**config.mk**
```make
export PLATFORM = sky130hd
export DESIGN_NAME = swt_top
export DESIGN_NICKNAME = d
export VERILOG_FILES = /design/src/rtl/swt_pkg.sv /design/src/rtl/swt_prescaler.sv /design/src/rtl/swt_regif.sv /design/src/rtl/swt_stopwatch.sv /design/src/rtl/swt_interval.sv /design/src/rtl/swt_top.sv
export SDC_FILE = /design/constraint.sdc
export NUM_CORES = 1
export LEC_CHECK = 0
export BUFFER_PORTS_ARGS = -buffer_cell sky130_fd_sc_hd__buf_2
export CAP_MARGIN = 20
export CORE_AREA = 2 2 66 68
export DETAILED_ROUTE_END_ITERATION = 7
export DIE_AREA = 0 0 68 70
export PLACE_DENSITY_LB_ADDON = 0.1
export SETUP_SLACK_MARGIN = 0.15
export SLEW_MARGIN = 20
export SYNTH_ARGS = -nofsm -noshare
export SYNTH_HDL_FRONTEND = slang
export SYNTH_SLANG_ARGS = --single-unit
```
**constraint.sdc**
```tcl
create_clock -name clk -period 4.1 [get_ports clk]
set_clock_uncertainty 0.05 [all_clocks]
set_input_delay 0.615 -clock clk [delete_from_list [all_inputs] [get_ports clk]]
set_output_delay 0.615 -clock clk [all_outputs]
set_load 0.02 [all_outputs]
```
**src/rtl/swt_pkg.sv**
```systemverilog
package swt_pkg;
   typedef enum logic {
      REG_STOPWATCH = 1'b0,
      REG_INTERVAL  = 1'b1
   } swt_reg_e;
endpackage

```
**src/rtl/swt_prescaler.sv**
```systemverilog
module swt_prescaler #(
   parameter int PRESC = 384
) (
   input  logic clk,
   input  logic rst_n,
   output logic tick
);
   localparam int CNT_W = (PRESC > 1) ? $clog2(PRESC) : 1;
   localparam logic [CNT_W-1:0] LAST = CNT_W'(PRESC - 1);

   logic [CNT_W-1:0] cnt_q;

   if (PRESC < 2) begin : g_bad_presc
      $error("swt_prescaler: PRESC must be at least 2");
   end

   always_ff @(posedge clk) begin
      if (!rst_n) begin
         cnt_q <= '0;
      end else if (cnt_q == LAST) begin
         cnt_q <= '0;
      end else begin
         cnt_q <= cnt_q + 1'b1;
      end
   end

   assign tick = (cnt_q == LAST);
endmodule

```
**src/rtl/swt_regif.sv**
```systemverilog
module swt_regif
   import swt_pkg::*;
#(
   parameter int DATA_W = 16,
   parameter int SW_W   = 12,
   parameter int TMR_W  = 8
) (
   input  logic              bus_wr,
   input  logic              bus_addr,
   input  logic [DATA_W/8-1:0] bus_be,
   input  logic [DATA_W-1:0] bus_wdata,
   input  logic [SW_W-1:0]   sw_val,
   input  logic [TMR_W-1:0]  tmr_val,
   output logic              sw_clr,
   output logic              tmr_wr,
   output logic [TMR_W-1:0]  tmr_wval,
   output logic [DATA_W-1:0] bus_rdata
);
   localparam int LANES = DATA_W / 8;

   logic [LANES-1:0][7:0] lane_pick;
   logic [7:0]            single_byte;
   logic [DATA_W-1:0]     wide_word;
   logic                  any_lane;
   logic                  one_lane;

   if (DATA_W % 8 != 0 || DATA_W < 8) begin : g_bad_dw
      $error("swt_regif: DATA_W must be a positive multiple of 8");
   end
   if (SW_W > DATA_W || TMR_W > DATA_W) begin : g_bad_fw
      $error("swt_regif: register fields must fit in DATA_W");
   end

   for (genvar i = 0; i < LANES; i++) begin : g_lane
      assign lane_pick[i] = bus_be[i] ? bus_wdata[i*8 +: 8] : 8'h00;
   end

   always_comb begin
      single_byte = 8'h00;
      for (int i = 0; i < LANES; i++) begin
         single_byte = single_byte | lane_pick[i];
      end
   end

   assign any_lane  = |bus_be;
   assign one_lane  = ($countones(bus_be) == 1);
   assign wide_word = one_lane ? {LANES{single_byte}} : bus_wdata;

   assign sw_clr   = bus_wr && any_lane && (swt_reg_e'(bus_addr) == REG_STOPWATCH);
   assign tmr_wr   = bus_wr && any_lane && (swt_reg_e'(bus_addr) == REG_INTERVAL);
   assign tmr_wval = wide_word[TMR_W-1:0];

   always_comb begin
      bus_rdata = '0;
      if (swt_reg_e'(bus_addr) == REG_STOPWATCH) begin
         bus_rdata[SW_W-1:0] = sw_val;
      end else begin
         bus_rdata[TMR_W-1:0] = tmr_val;
      end
   end
endmodule

```
**src/rtl/swt_stopwatch.sv**
```systemverilog
module swt_stopwatch #(
   parameter int SW_W = 12
) (
   input  logic            clk,
   input  logic            rst_n,
   input  logic            tick,
   input  logic            clr,
   output logic [SW_W-1:0] count
);
   logic [SW_W-1:0] count_q;

   if (SW_W < 2) begin : g_bad_sw
      $error("swt_stopwatch: SW_W must be at least 2");
   end

   always_ff @(posedge clk) begin
      if (!rst_n) begin
         count_q <= '0;
      end else if (clr) begin
         count_q <= '0;
      end else if (tick) begin
         count_q <= count_q + 1'b1;
      end
   end

   assign count = count_q;
endmodule

```
**src/rtl/swt_interval.sv**
```systemverilog
module swt_interval #(
   parameter int TMR_W = 8
) (
   input  logic             clk,
   input  logic             rst_n,
   input  logic             tick,
   input  logic             load_wr,
   input  logic [TMR_W-1:0] load_val,
   input  logic             irq_ack,
   output logic [TMR_W-1:0] prog,
   output logic             expire,
   output logic             pending
);
   logic [TMR_W-1:0] prog_q;
   logic [TMR_W-1:0] cnt_q;
   logic             armed_q;
   logic             pend_q;

   if (TMR_W < 1) begin : g_bad_tw
      $error("swt_interval: TMR_W must be at least 1");
   end

   always_ff @(posedge clk) begin
      if (!rst_n) begin
         prog_q  <= '0;
         cnt_q   <= '0;
         armed_q <= 1'b0;
      end else if (load_wr) begin
         prog_q  <= load_val;
         cnt_q   <= '0;
         armed_q <= 1'b0;
      end else if (tick) begin
         if (!armed_q) begin
            if (prog_q != '0) begin
               cnt_q   <= prog_q;
               armed_q <= 1'b1;
            end
         end else if (cnt_q == '0) begin
            cnt_q   <= prog_q;
            armed_q <= (prog_q != '0);
         end else begin
            cnt_q <= cnt_q - 1'b1;
         end
      end
   end

   assign expire = tick && !load_wr && armed_q && (cnt_q == '0);

   always_ff @(posedge clk) begin
      if (!rst_n) begin
         pend_q <= 1'b0;
      end else if (expire) begin
         pend_q <= 1'b1;
      end else if (irq_ack) begin
         pend_q <= 1'b0;
      end
   end

   assign prog    = prog_q;
   assign pending = pend_q;
endmodule

```
**src/rtl/swt_top.sv**
```systemverilog
module swt_top #(
   parameter int PRESC  = 384,
   parameter int DATA_W = 16,
   parameter int SW_W   = 12,
   parameter int TMR_W  = 8
) (
   input  logic                clk,
   input  logic                rst_n,
   input  logic                bus_wr,
   input  logic                bus_addr,
   input  logic [DATA_W/8-1:0] bus_be,
   input  logic [DATA_W-1:0]   bus_wdata,
   output logic [DATA_W-1:0]   bus_rdata,
   input  logic                irq_ack,
   output logic                irq_pending
);
   logic             tick;
   logic             sw_clr;
   logic             tmr_wr;
   logic [TMR_W-1:0] tmr_wval;
   logic [SW_W-1:0]  sw_val;
   logic [TMR_W-1:0] tmr_val;
   logic             expire;

   swt_prescaler #(.PRESC(PRESC)) presc_i (
      .clk   (clk),
      .rst_n (rst_n),
      .tick  (tick)
   );

   swt_regif #(.DATA_W(DATA_W), .SW_W(SW_W), .TMR_W(TMR_W)) regif_i (
      .bus_wr    (bus_wr),
      .bus_addr  (bus_addr),
      .bus_be    (bus_be),
      .bus_wdata (bus_wdata),
      .sw_val    (sw_val),
      .tmr_val   (tmr_val),
      .sw_clr    (sw_clr),
      .tmr_wr    (tmr_wr),
      .tmr_wval  (tmr_wval),
      .bus_rdata (bus_rdata)
   );

   swt_stopwatch #(.SW_W(SW_W)) sw_i (
      .clk   (clk),
      .rst_n (rst_n),
      .tick  (tick),
      .clr   (sw_clr),
      .count (sw_val)
   );

   swt_interval #(.TMR_W(TMR_W)) tmr_i (
      .clk      (clk),
      .rst_n    (rst_n),
      .tick     (tick),
      .load_wr  (tmr_wr),
      .load_val (tmr_wval),
      .irq_ack  (irq_ack),
      .prog     (tmr_val),
      .expire   (expire),
      .pending  (irq_pending)
   );
endmodule

```
* Word-level counts from Yosys, hierarchy flattened *
Index checks and enable logic that the tools add are counted.

cells by class
  shifts and indexed selects = 0
  reduce and logical (&&, ||, !) cells = 16
  magnitude comparators = 0
  equal/unequal tests = 2
  multiplexer cells = 13
  divide/modulo/power cells = 0
  add/sub/neg operators = 4
  $mul = 0
  bitwise logic cells = 3

operator list
  kind                     number
  $mux W8                  7
  $eq A32 B2 Y1 const B    1
  $add A12 B1 Y12 const B  1
  $add A9 B1 Y9 const B    1
  $eq A9 B9 Y1 const B     1
  $logic_not A8 Y1         1
  $or A8 B8 Y8             1
  $reduce_bool A8 Y1       1
  $reduce_or A2 Y1         4
  $sub A8 B1 Y8 const B    1
  $logic_and A1 B1 Y1      6
  $mux W1                  5
  $mux W4                  1
  $reduce_bool A2 Y1       2
  $add A1 B1 Y2            1
  $not A1 Y1               2
  $reduce_and A2 Y1        1
  $logic_not A1 Y1         1

storage, ports and cells
  latch bits = 0
  ROM bits = 0
  logic and storage cells = 44
  memories kept = 0
  input bits = 23
  memory bits (writable) = 0
  flip-flop bits (word level) = 39
  output and inout bits = 17

* Logic depth before layout (Yosys ltp) *
  depth after elaboration = 8
  mapped depth = 8
  gate-level depth less buffers = 6

* Hierarchy *
Synthesis repeated with hierarchy kept, for this count alone.

second synthesis, totals
  cell total of the unflattened synthesis = 248
  area total of the unflattened synthesis = 2290.9 µm²

by module, submodules not included
  module         seq. area each (µm²)  instances  cells each  area each (µm²)
  swt_interval   360.3                 1          111         998.5
  swt_stopwatch  240.2                 1          60          558.0
  swt_prescaler  180.2                 1          42          414.1
  swt_regif      0.0                   1          35          320.3

* Worst setup path after synthesis *
Ideal clock, no wire load.

  path type = flip-flop to flip-flop
  start = register tmr_i.cnt_q[0]
  end = register tmr_i.cnt_q[5]
  period minus slack after synthesis = 2059 ps
  arrival time = 1934 ps
  cell stages (with the launch flop) = 7
  path slack = 2041 ps
  setup time = 75 ps
  cell sequence = dfxtp_1 > inv_1 > ha_1 > or4b_4 > or4b_1 > a311o_1 > o22ai_1

on the way
  word-level cells in the longest chain between the ends = 3
  elaborated cells between the ends (all ways) = 4

RTL lines
  what                                                      RTL line                                source
  start: declaration                                        swt_interval.sv:15                      logic [TMR_W-1:0] cnt_q;
  start signal: assignment                                  swt_interval.sv:35                      cnt_q <= prog_q;
  start signal: assignment                                  swt_interval.sv:39                      cnt_q <= prog_q;
  start signal: assignment                                  swt_interval.sv:42                      cnt_q <= cnt_q - 1'b1;
  $sub A8 B1 Y8 / $logic_not A8 Y1 (equally long branches)  swt_interval.sv:42, swt_interval.sv:38
  $mux W8 *                                                 swt_interval.sv:38                      end else if (cnt_q == '0) begin
  $mux W8 *                                                 swt_interval.sv:33                      if (!armed_q) begin

Mark *: on every way between the ends. The rest lies on a longest branch, timed or not.
A chain may end at the register's enable or synchronous reset.

* Worst setup path in the final report *
Ends and elaborated chain as after synthesis.

==> flow_summary.yaml <==
synthesis:
  avgSynthCellArea_um2: 8.50
  postSynth.asyncResetShare_pct: 0
  yosysUniqueCellTypes: 48
  synthFlopType: "dfxtp_1"
  synth_area_um2: 2170
  postSynthCellCount: 255
  synth_seq_area_share_pct: 36.0
  yosysWarnings: 0
  synth-edff-count: 0
  yosys_register_bits: 39
setup_path:
  end_kind: "flop"
  arrival_ns: 2.38
  critPathRequiredTime_ns: 4.28
  cpMaxStageDelayCell: "or4b_1"
  critPathLaunchType: "flop"
  critPathKind: "reg -> reg"
  crit_fanout: 4
  crit_chain: "inv_1 -> ha_1 -> or4b_4 -> or4b_1 -> a311o_1 -> o22ai_1"
  cpPeakStageDelay_ns: 0.51
sta:
  fin_ws_ns: 1.90
  timing_worst_slew_pin_value_ns: 0.605
  tns_ns: 0
  period_share_pct: 53.7
  fin_crit_ns: 2.20
  final_hold_viol_count: 0
  final-max-slew-violation-count: 0
  max_freq_mhz: 454
  whs_ns: 0.417
  maxSlewHeadroom_pct: 59.6
  setup_violations: 0
  rsz0062_at_grt: "no"
placement:
  place_ws_ns: 1.68
  io_buffers: 35
  dp_cells: 327
  dpl.hpwl_mm: 3.38
  gp_congestion: 0.848
cts:
  clkLatencyLatePin_ns: 0.30
  cts.sinks: 39
  cts_setup_buffers: 0
  cts_tree: "done"
  cts.repair.resized: 0
  clockBufferDepth: 2
  cts-root-buf: "clkbuf_8"
  hold_buffers: 0
  clk_pin_slew_worst_paths_ns: 0.08
  cts_buffers: 5
  h-tree-depth: 2
pwr:
  power_density_nw_per_um2: 304
  pwr-share-seq_pct: 53.7
  cellLeakagePower_uw: 0.00105
  total_power_uw: 738
  switchingPower_uw: 201
  ir_worst_vdd_v: 0.000158
  comb_power_share_pct: 10.4
  p_clk_share_pct: 35.9
  p_int_uw: 537
  switching_share_pct: 27.3
die:
  io_pins: 40
  initial_core_util_pct: 52.3
  chipHeight_um: 70
  dieWidth_um: 68
  die-area_um2: 4760
  core_area_um2: 4140
  fp-row-count: 24
layout:
  nFillCells: 398
  antenna_cells: 0
  drive_gt1_share_pct: 19.4
  area_growth_pct: 12.0
  stdcell_count: 335
  seqCellArea_um2: 781
  layout.nets: 310
  multi_input_area_um2: 1280
detailed_routing:
  remaining_drc_errors: 0
  vias: 1989
  postRouteAntennaNets: 0
  wire_per_inst_um: 14.1
  wl_mm: 4.73
  drtPass1Iterations: 4
  via_per_inst: 5.94
  dr.first_iter.drc_count: 177
global_route:
  grt_pass1_wl_mm: 8.18
  antenna_found_initial: 0
  grt_usage_pct: 22.1
  grt_max_degree: 19
  grt_pass1_vias: 1794
  grt_overflow_total: 0
flow_run:
  cap_violations: 0
worst_hold_path:
  hold_path.class: "reg -> reg"
status:
  outcome: "finished, final reports clean"
-- power by group through the flow --
stage	clock network (uW)	logic (uW)	registers [uW]
after CTS	269	77.2	396
final	265	76.8	396
after detailed placement	0	77.0	405
after global routing	285	86.9	397
after floorplan	0	57.7	401
after global placement	0	76.6	405
-- layout by cell type (no fill, tap or decap), types with 2 or more instances in the layout --
master	n
nor2_1	13
nand4_1	9
nor4_1	4
and4_1	3
buf_2	35
or3b_2	2
o21ai_0	12
conb_1	4
o22ai_1	3
a22oi_1	9
mux2_2	7
o211ai_1	2
nor2b_1	8
and3_1	3
ha_1	5
a211oi_1	4
dfxtp_1	39
mux2i_1	5
clkbuf_8	5
o211a_1	8
o311ai_0	2
nand2b_1	4
a21oi_1	11
clkinvlp_4	2
xnor2_1	6
inv_1	8
and2_1	5
o21a_1	2
or3_1	7
o31a_1	2
nand3_1	9
nor3_1	2
xor2_1	4
nand2_1	22
o21ai_1	2
-- registers in the layout (all words and copies together) (netlist names) --
register / count
sw_i.count: 12
tmr_i.prog: 8
presc_i.cnt_q: 9
tmr_i.armed_q: 1
tmr_i.pending: 1
tmr_i.cnt_q: 8
-- through the flow --
stage / cell area [um2] / utilization, %
after CTS: 2430 / 58.6
after global routing: 2430 / 58.6
after detailed placement: 2340 / 56.5
after global placement: 2340 / 56.5
after floorplan: 2180 / -
final: 2430 / 58.6
-- area by class of cell --
type / count / share of cell area (%)
multi-input cells: 192 / 52.8
flip-flops and latches: 39 / 32.1
repair buffers: 36 / 7.52
clock buffers: 5 / 2.83
well taps: 52 / 2.68
inverters: 8 / 1.24
clock inverters: 3 / 0.824
-- layer usage --
metal  track usage [%]  share of wire (%)
met5                 0                  0
met4              7.78                1.4
met3              4.99                5.3
met2              33.1                 47
met1              30.9                 47
-- synthesized netlist by cell type, types with 5 or more instances --
| cell type | number | share of area [%] |
|---|---|---|
| nor2_1 | 13 | 2.3 |
| mux2i_1 | 5 | 2.3 |
| mux2_2 | 7 | 3.6 |
| o21ai_0 | 12 | 2.8 |
| ha_1 | 5 | 2.9 |
| nand4_1 | 9 | 2.6 |
| dfxtp_1 | 39 | 36 |
| a21oi_1 | 11 | 2.5 |
| nand3_1 | 9 | 2.1 |
| and2_1 | 5 | 1.4 |
| a22oi_1 | 9 | 3.1 |
| clkbuf_1 | 14 | 2.4 |
| xnor2_1 | 6 | 2.4 |
| nor2b_1 | 8 | 2.3 |
| or3_1 | 7 | 2.0 |
| inv_1 | 8 | 1.4 |
| nand2_1 | 22 | 3.8 |
| o211a_1 | 8 | 3.7 |
-- worst paths after layout --
path	startpoint	endpoint	slack, ns	cells after the start
worst max register to register	tmr_i.cnt_q[0]	tmr_i.cnt_q[5]	1.90	6
worst max-delay path	tmr_i.cnt_q[0]	tmr_i.cnt_q[5]	1.90	6
worst min register to register	presc_i.cnt_q[0]	presc_i.cnt_q[0]	0.42	1
worst min-delay path	presc_i.cnt_q[0]	presc_i.cnt_q[0]	0.42	1
-- kinds of logic (layout without fill, tap and decap cells) --
group,after synthesis,after routing,synth area share (%)
adders and majority gates,5,5,2.89
other,1,4,0.173
AOI/OAI and AO/OA,62,62,19.8
and+or+nand+nor,99,99,25.7
muxes,12,12,5.94
DFF,39,39,36.0
buffers and inverters,27,52,5.42
xor gates and xnor gates,10,10,4.04
-- critical path, delay by kind of cell, from the launching register on --
family,cells,cell delay [ns]
adders and majority gates,1,0.21
AOI/OAI and AO/OA,2,0.42
buffers and inverters,1,0.12
and+or+nand+nor,2,1.00
DFF,1,0.34
No activity file was read; power rests on OpenSTA's default activity.
